<file path="src/rtl/mshr_pkg.sv">
package mshr_pkg;
  // Widest entry index the strobe struct can carry (up to 16 entries).
  localparam int unsigned IDX_W_MAX = 4;

  // Strobes the control sends to the datapath each cycle.
  typedef struct packed {
    logic                 saveLine;  // capture evicted line into a private buffer
    logic [IDX_W_MAX-1:0] saveIdx;
    logic                 loadFill;  // load the fill data register
    logic                 useSaved;  // fill data comes from the private buffer
    logic [IDX_W_MAX-1:0] fillIdx;
  } mshrStrobe_t;
endpackage

</file>
<file path="src/rtl/mshr_upg_ctrl.sv">
module mshr_upg_ctrl
  import mshr_pkg::*;
#(
  parameter int unsigned NUM_ENTRIES = 4,
  parameter int unsigned ADDR_W      = 32,
  parameter int unsigned OFFS_W      = 6,
  localparam int unsigned IDX_W      = $clog2(NUM_ENTRIES),
  localparam int unsigned BLK_W      = ADDR_W - OFFS_W
) (
  input  logic                   clk,
  input  logic                   rstN,
  input  logic                   allocValid,
  input  logic [ADDR_W-1:0]      allocAddr,
  input  logic                   allocExcl,
  output logic [IDX_W-1:0]       allocIdx,
  output logic                   full,
  input  logic [ADDR_W-1:0]      lookupAddr,
  output logic [NUM_ENTRIES-1:0] lookupMatch,
  input  logic                   evictValid,
  input  logic [ADDR_W-1:0]      evictAddr,
  input  logic                   evictDirty,
  input  logic                   evictWritable,
  input  logic                   respValid,
  output logic                   respReady,
  input  logic [IDX_W-1:0]       respIdx,
  input  logic                   respUpgrade,
  input  logic                   respLineGone,
  output logic                   fillValid,
  input  logic                   fillReady,
  output logic [IDX_W-1:0]       fillIdx,
  output logic [ADDR_W-1:0]      fillAddr,
  output logic                   fillExcl,
  output logic                   reissueValid,
  input  logic                   reissueGrant,
  output logic [IDX_W-1:0]       reissueIdx,
  output logic [ADDR_W-1:0]      reissueAddr,
  output mshrStrobe_t            stb
);
  logic [NUM_ENTRIES-1:0] busyQ, exclQ, replPendQ, replDirtyQ, bufHeldQ, reissQ;
  logic [BLK_W-1:0]       blkQ [NUM_ENTRIES];
  logic                   fillVldQ, fillExclQ;
  logic [IDX_W-1:0]       fillIdxQ;

  logic [NUM_ENTRIES-1:0] evMatch;
  logic                   evHit, special, respFire, allocFire;
  logic [IDX_W-1:0]       evIdx;

  // Address comparators, one pair per entry.
  for (genvar e = 0; e < NUM_ENTRIES; e++) begin : g_cmp
    assign lookupMatch[e] = busyQ[e] && (blkQ[e] == lookupAddr[ADDR_W-1:OFFS_W]);
    assign evMatch[e]     = busyQ[e] && (blkQ[e] == evictAddr[ADDR_W-1:OFFS_W]);
  end

  // Lowest-index selectors.
  always_comb begin
    allocIdx   = '0;
    evIdx      = '0;
    reissueIdx = '0;
    for (int e = NUM_ENTRIES - 1; e >= 0; e--) begin
      if (!busyQ[e])  allocIdx   = IDX_W'(e);
      if (evMatch[e]) evIdx      = IDX_W'(e);
      if (reissQ[e])  reissueIdx = IDX_W'(e);
    end
  end

  assign full         = &busyQ;
  assign evHit        = |evMatch;
  assign respReady    = !fillVldQ;
  assign respFire     = respValid && respReady;
  assign allocFire    = allocValid && !full;
  assign special      = respUpgrade && respLineGone;
  assign reissueValid = |reissQ;
  assign reissueAddr  = {blkQ[reissueIdx], {OFFS_W{1'b0}}};

  assign fillValid = fillVldQ;
  assign fillIdx   = fillIdxQ;
  assign fillExcl  = fillExclQ;
  assign fillAddr  = {blkQ[fillIdxQ], {OFFS_W{1'b0}}};

  always_comb begin
    stb.saveLine = evictValid && evHit && !evictWritable && !evictDirty;
    stb.saveIdx  = IDX_W_MAX'(evIdx);
    stb.loadFill = respFire && !(special && replDirtyQ[respIdx]);
    stb.useSaved = special && bufHeldQ[respIdx];
    stb.fillIdx  = IDX_W_MAX'(respIdx);
  end

  always_ff @(posedge clk) begin
    if (!rstN) begin
      busyQ      <= '0;
      exclQ      <= '0;
      replPendQ  <= '0;
      replDirtyQ <= '0;
      bufHeldQ   <= '0;
      reissQ     <= '0;
      fillVldQ   <= 1'b0;
      fillExclQ  <= 1'b0;
      fillIdxQ   <= '0;
      for (int e = 0; e < NUM_ENTRIES; e++) blkQ[e] <= '0;
    end else begin
      if (fillVldQ && fillReady) begin
        busyQ[fillIdxQ] <= 1'b0;
        fillVldQ        <= 1'b0;
      end
      if (reissueValid && reissueGrant) reissQ[reissueIdx] <= 1'b0;
      if (allocFire) begin
        busyQ[allocIdx]      <= 1'b1;
        blkQ[allocIdx]       <= allocAddr[ADDR_W-1:OFFS_W];
        exclQ[allocIdx]      <= allocExcl;
        replPendQ[allocIdx]  <= 1'b0;
        replDirtyQ[allocIdx] <= 1'b0;
        bufHeldQ[allocIdx]   <= 1'b0;
        reissQ[allocIdx]     <= 1'b0;
      end
      if (evictValid && evHit && !evictWritable) begin
        replPendQ[evIdx]  <= 1'b1;
        replDirtyQ[evIdx] <= evictDirty;
        bufHeldQ[evIdx]   <= !evictDirty;
      end
      if (respFire) begin
        if (special) begin
          replPendQ[respIdx] <= 1'b0;
          bufHeldQ[respIdx]  <= 1'b0;
        end
        if (special && replDirtyQ[respIdx]) begin
          reissQ[respIdx]     <= 1'b1;
          replDirtyQ[respIdx] <= 1'b0;
        end else begin
          fillVldQ  <= 1'b1;
          fillIdxQ  <= respIdx;
          fillExclQ <= special || exclQ[respIdx];
        end
      end
    end
  end
endmodule

</file>
<file path="src/rtl/mshr_upg_dpath.sv">
module mshr_upg_dpath
  import mshr_pkg::*;
#(
  parameter int unsigned NUM_ENTRIES = 4,
  parameter int unsigned LINE_W      = 512,
  localparam int unsigned IDX_W      = $clog2(NUM_ENTRIES)
) (
  input  logic              clk,
  input  mshrStrobe_t       stb,
  input  logic [LINE_W-1:0] evictData,
  input  logic [LINE_W-1:0] respData,
  output logic [LINE_W-1:0] fillData
);
  logic [NUM_ENTRIES-1:0][LINE_W-1:0] bufOut;
  logic [LINE_W-1:0]                  fillDataQ;

  // One private line buffer per entry.
  for (genvar e = 0; e < NUM_ENTRIES; e++) begin : g_buf
    logic [LINE_W-1:0] held;
    always_ff @(posedge clk) begin
      if (stb.saveLine && (stb.saveIdx[IDX_W-1:0] == IDX_W'(e))) held <= evictData;
    end
    assign bufOut[e] = held;
  end

  always_ff @(posedge clk) begin
    if (stb.loadFill)
      fillDataQ <= stb.useSaved ? bufOut[stb.fillIdx[IDX_W-1:0]] : respData;
  end

  assign fillData = fillDataQ;
endmodule

</file>
<file path="src/rtl/mshr_upg_file.sv">
module mshr_upg_file
  import mshr_pkg::*;
#(
  parameter int unsigned NUM_ENTRIES = 4,
  parameter int unsigned ADDR_W      = 32,
  parameter int unsigned LINE_BYTES  = 64,
  localparam int unsigned IDX_W      = $clog2(NUM_ENTRIES),
  localparam int unsigned OFFS_W     = $clog2(LINE_BYTES),
  localparam int unsigned LINE_W     = LINE_BYTES * 8
) (
  input  logic              clk,
  input  logic              rstN,
  input  logic              allocValid,
  input  logic [ADDR_W-1:0] allocAddr,
  input  logic              allocExcl,
  output logic [IDX_W-1:0]  allocIdx,
  output logic              full,
  input  logic [ADDR_W-1:0] lookupAddr,
  output logic              lookupHit,
  output logic [IDX_W-1:0]  lookupIdx,
  input  logic              evictValid,
  input  logic [ADDR_W-1:0] evictAddr,
  input  logic              evictDirty,
  input  logic              evictWritable,
  input  logic [LINE_W-1:0] evictData,
  input  logic              respValid,
  output logic              respReady,
  input  logic [IDX_W-1:0]  respIdx,
  input  logic              respUpgrade,
  input  logic              respLineGone,
  input  logic [LINE_W-1:0] respData,
  output logic              fillValid,
  input  logic              fillReady,
  output logic [IDX_W-1:0]  fillIdx,
  output logic [ADDR_W-1:0] fillAddr,
  output logic              fillExcl,
  output logic [LINE_W-1:0] fillData,
  output logic              reissueValid,
  input  logic              reissueGrant,
  output logic [IDX_W-1:0]  reissueIdx,
  output logic [ADDR_W-1:0] reissueAddr
);
  mshrStrobe_t            stb;
  logic [NUM_ENTRIES-1:0] lookupMatch;

  mshr_upg_ctrl #(.NUM_ENTRIES(NUM_ENTRIES), .ADDR_W(ADDR_W), .OFFS_W(OFFS_W)) u_ctrl (
    .clk, .rstN, .allocValid, .allocAddr, .allocExcl, .allocIdx, .full,
    .lookupAddr, .lookupMatch, .evictValid, .evictAddr, .evictDirty, .evictWritable,
    .respValid, .respReady, .respIdx, .respUpgrade, .respLineGone,
    .fillValid, .fillReady, .fillIdx, .fillAddr, .fillExcl,
    .reissueValid, .reissueGrant, .reissueIdx, .reissueAddr, .stb
  );

  mshr_upg_dpath #(.NUM_ENTRIES(NUM_ENTRIES), .LINE_W(LINE_W)) u_dpath (
    .clk, .stb, .evictData, .respData, .fillData
  );

  // Encode the single match for the replacement logic.
  always_comb begin
    lookupIdx = '0;
    for (int e = 0; e < NUM_ENTRIES; e++) if (lookupMatch[e]) lookupIdx = IDX_W'(e);
  end
  assign lookupHit = |lookupMatch;
endmodule

</file>
<file path="config.mk">
export PLATFORM = sky130hd
export DESIGN_NAME = mshr_upg_file
export DESIGN_NICKNAME = d
export VERILOG_FILES = /design/src/rtl/mshr_pkg.sv /design/src/rtl/mshr_upg_ctrl.sv /design/src/rtl/mshr_upg_dpath.sv /design/src/rtl/mshr_upg_file.sv
export SDC_FILE = /design/constraint.sdc
export NUM_CORES = 2
export LEC_CHECK = 0
export BUFFER_PORTS_ARGS = -buffer_cell sky130_fd_sc_hd__buf_2
export CAP_MARGIN = 10
export CORE_AREA = 5 5 676 678
export DETAILED_ROUTE_END_ITERATION = 10
export DIE_AREA = 0 0 681 683
export GPL_ROUTABILITY_DRIVEN = 0
export HOLD_SLACK_MARGIN = 0.1
export PLACE_DENSITY = 0.49
export SYNTH_ARGS = -nofsm -noshare
export SYNTH_HDL_FRONTEND = slang
export SYNTH_SLANG_ARGS = --single-unit
</file>
<file path="constraint.sdc">
create_clock -name clk -period 133.9 [get_ports clk]
set_clock_uncertainty 0.05 [all_clocks]
set_input_delay 20.085 -clock clk [delete_from_list [all_inputs] [get_ports clk]]
set_output_delay 20.085 -clock clk [all_outputs]
set_load 0.02 [all_outputs]
</file>
==> metrics.cfg <==
[die]
fp.dieH_um = 683
coreArea_mm2 = 0.4506
die_x_um = 681
dieArea_mm2 = 0.4651
start_util_pct = 23.04
rows = 247
num_io_pins = 1724

[finish]
multi_input_comb_area_mm2 = 0.02219
nNetsFinal = 7619
fin_cells = 12830
post-route-util_pct = 28.80
layout.area.seq_mm2 = 0.08052
fill_cells = 44720
drive_gt1_share_pct = 41.71
syn_to_final_growth_pct = 25.03

[clock_tree]
clk_pin_slew_ps = 50
cts_resized = 0
h-tree-depth = 5
clock_path_buffers = 4
clk_latency_ps = 880
cts_setup_buffers = 0
cts-root-buf = clkbuf_16
clock-sinks = 2690
ctsHoldBuffers = 0
cts_tree = yes
cts_buffers = 306

[global_route]
grt_max_degree = 125
antenna_found_initial = 392
grt_first_pass_wirelength_mm = 515.7
grt-ovfl-total = 0
grt_usage_pct = 16.22
grt_pass1_vias = 57440

[synth]
synth_area_leader_cell = edfxtp_1
yosysSeqAreaShare_pct = 77.56
yosysUniqueCellTypes = 46
synth_top_area_share_pct = 77.06
syn_avg_cell_area_um2 = 22.48
ys_ff_latch = 2690
synth_area_mm2 = 0.1038
synth_cells = 4618
ys_warn_count = 0
synth_area_leaders = edfxtp_1 (77%), mux4_2 (12%), mux2_1 (5.2%), xnor2_1 (1.2%), xor2_1 (0.55%)
async_flop_share_pct = 0
synth_ff_type = edfxtp_1
synth_edf_count = 2664

[place]
place.port_buffers = 1693
dp_cells = 12150
dpl.hpwl_mm = 295.6

[drt]
routedWlPerCell_um = 30.73
drt_wl_total_mm = 394.4
drt_pass1_iterations = 6
drtIter0Drc = 4777
postRouteAntennaNets = 0
drcViolationCount = 0
route.vias.total = 56070
viasPerCell = 4.369

[power_and_ir_drop]
leakage_nw = 43.94
p_per_area_mw_per_mm2 = 14.60
peakVddDrop_mv = 0.01006

[sta]
fin_crit_sh_pct = 31.25
hold_viol_final = 0
finalSetupTns_ps = 0
tightest_slew_ps = 1133
drv_slew = 0
min_period_ps = 41840
slew_headroom_pct = 24.45
fmaxAchievable_mhz = 23.90
setup_viol = 0
grt_setup_unrepaired = no

[hold_path]
hold_class = flop to flop

[setup_path]
critical_path.top_delay_family = simple AND/OR/NAND/NOR gates
crit_chain = buf_2, xnor2_1, nand4_1, nor4_1, nand4_1, o21ai_1, buf_2
crit_slowest_cell = nor4_1
critPathBufInv = 2
crit_type = input port to output port
crit_path_max_incr_delay_ps = 410
cp_max_fo = 4
end_kind = output port
start_kind = input port
cp.required_ps = 113770
arrival_ps = 21710

[run]
drv_cap = 0

[status]
status = finished clean

-- placed cells by master (no fill, tap or decap), types with 64 or more instances in the layout --
cell type  instances
buf_4             91
mux2_1           482
clkinv_1          64
diode_2          125
edfxtp_1        2664
mux4_2           541
clkbuf_16        316
nor2_1            87
buf_2           1691
xnor2_1          140
xor2_1            65
-- path summary, 6_finish.rpt --
| check | startpoint | end | slack, ps | depth (start not counted) |
|---|---|---|---|---|
| hold reg to reg | u_ctrl.bufHeldQ[2]$_SDFF_PN0_ | u_ctrl.bufHeldQ[2]$_SDFF_PN0_ | 440 | 2 |
| hold / removal | u_ctrl.bufHeldQ[2]$_SDFF_PN0_ | u_ctrl.bufHeldQ[2]$_SDFF_PN0_ | 440 | 2 |
| setup / recovery | lookupAddr[22] | lookupIdx[0] | 92060 | 7 |
| setup reg to reg | u_ctrl.blkQ[3][1]$_DFFE_PP_ | u_dpath.g_buf[3].held[23]$_DFFE_PP_ | 127540 | 10 |
-- layer usage --
| layer | track usage (%) | part of all wire [%] | vias up |
|---|---|---|---|
| met5 | 0 | 0.25 | - |
| met1 | 19.97 | 39 | 29250 |
| li1 | - | - | 23040 |
| met2 | 27.58 | 49 | 2652 |
| met3 | 4.702 | 8.3 | 980 |
| met4 | 4.782 | 3.4 | 150 |
-- cell type report --
class	instances	area share (%)
Antenna cell	125	0.2410
Inverter	32	0.09254
Multi-Input combinational cell	1664	17.10
Clock buffer	379	6.275
Sequential cell	2690	62.04
Clock inverter	176	1.320
Tap cell	5976	5.761
Timing Repair Buffer	1791	7.178
-- registers in the layout, indices dropped and copies added (netlist names), named ones only --
signal and count:
u_ctrl.reissQ 4, u_ctrl.blkQ 104, u_dpath.g_buf.held 2048, u_ctrl.exclQ 4, u_ctrl.replDirtyQ 4, u_ctrl.busyQ 4, u_dpath.fillData 512, u_ctrl.fillValid 1
u_ctrl.bufHeldQ 4, u_ctrl.fillExcl 1, u_ctrl.fillIdx 2
-- Yosys cell counts (all sizes together), types with 2 or more instances --
master  number
a21boi       9
a21oi        5
a22oi       26
buf        126
clkbuf     117
dfxtp       26
edfxtp    2664
inv         32
mux2       512
mux2i       36
mux4       541
nand2       45
nand2b       3
nand3       16
nand3b       3
nand4       60
nand4b       2
nor2        89
nor2b        9
nor3        14
nor4        21
nor4b        2
o211a        3
o211ai       2
o21a         2
o21ai       30
or3          2
or4          4
xnor2      143
xor2        65
-- metrics by stage --
stage	hold WS, ps	setup WS (ps)	instance area, um2	total power, mW
2_1_floorplan	399.4	75390	103900	1.024
3_3_place_gp	413.7	92060	119600	1.085
3_5_place_dp	429.3	92140	119600	1.087
4_1_cts	438.6	92130	129500	1.922
5_1_grt	476.0	92020	129700	1.962
6_report	437.4	92060	129800	1.896
-- kinds of logic after synthesis --
kind of cell,count (synthesis),share of synthesized area (%)
other,1,0.003612
XOR/XNOR,208,1.777
multiplexers,1089,17.64
AO/OA/AOI/OAI,81,0.5158
AND/OR/NAND/NOR,274,1.328
buffers and inverters,275,1.175
flip-flops,2690,77.56
-- tightest hold or removal path, delay by kind of cell, from the launching register on --
family | cells | cell delay (ps)
simple gates | 1 | 70
flops | 1 | 310
mux | 1 | 60
-- power by group --
group | internal [mW] | total [mW] | switching (mW)
clock network | 0.482 | 0.828 | 0.347
registers | 0.939 | 0.947 | 0.00712
logic | 0.0432 | 0.121 | 0.0775
No activity file was read; power rests on OpenSTA's default activity.
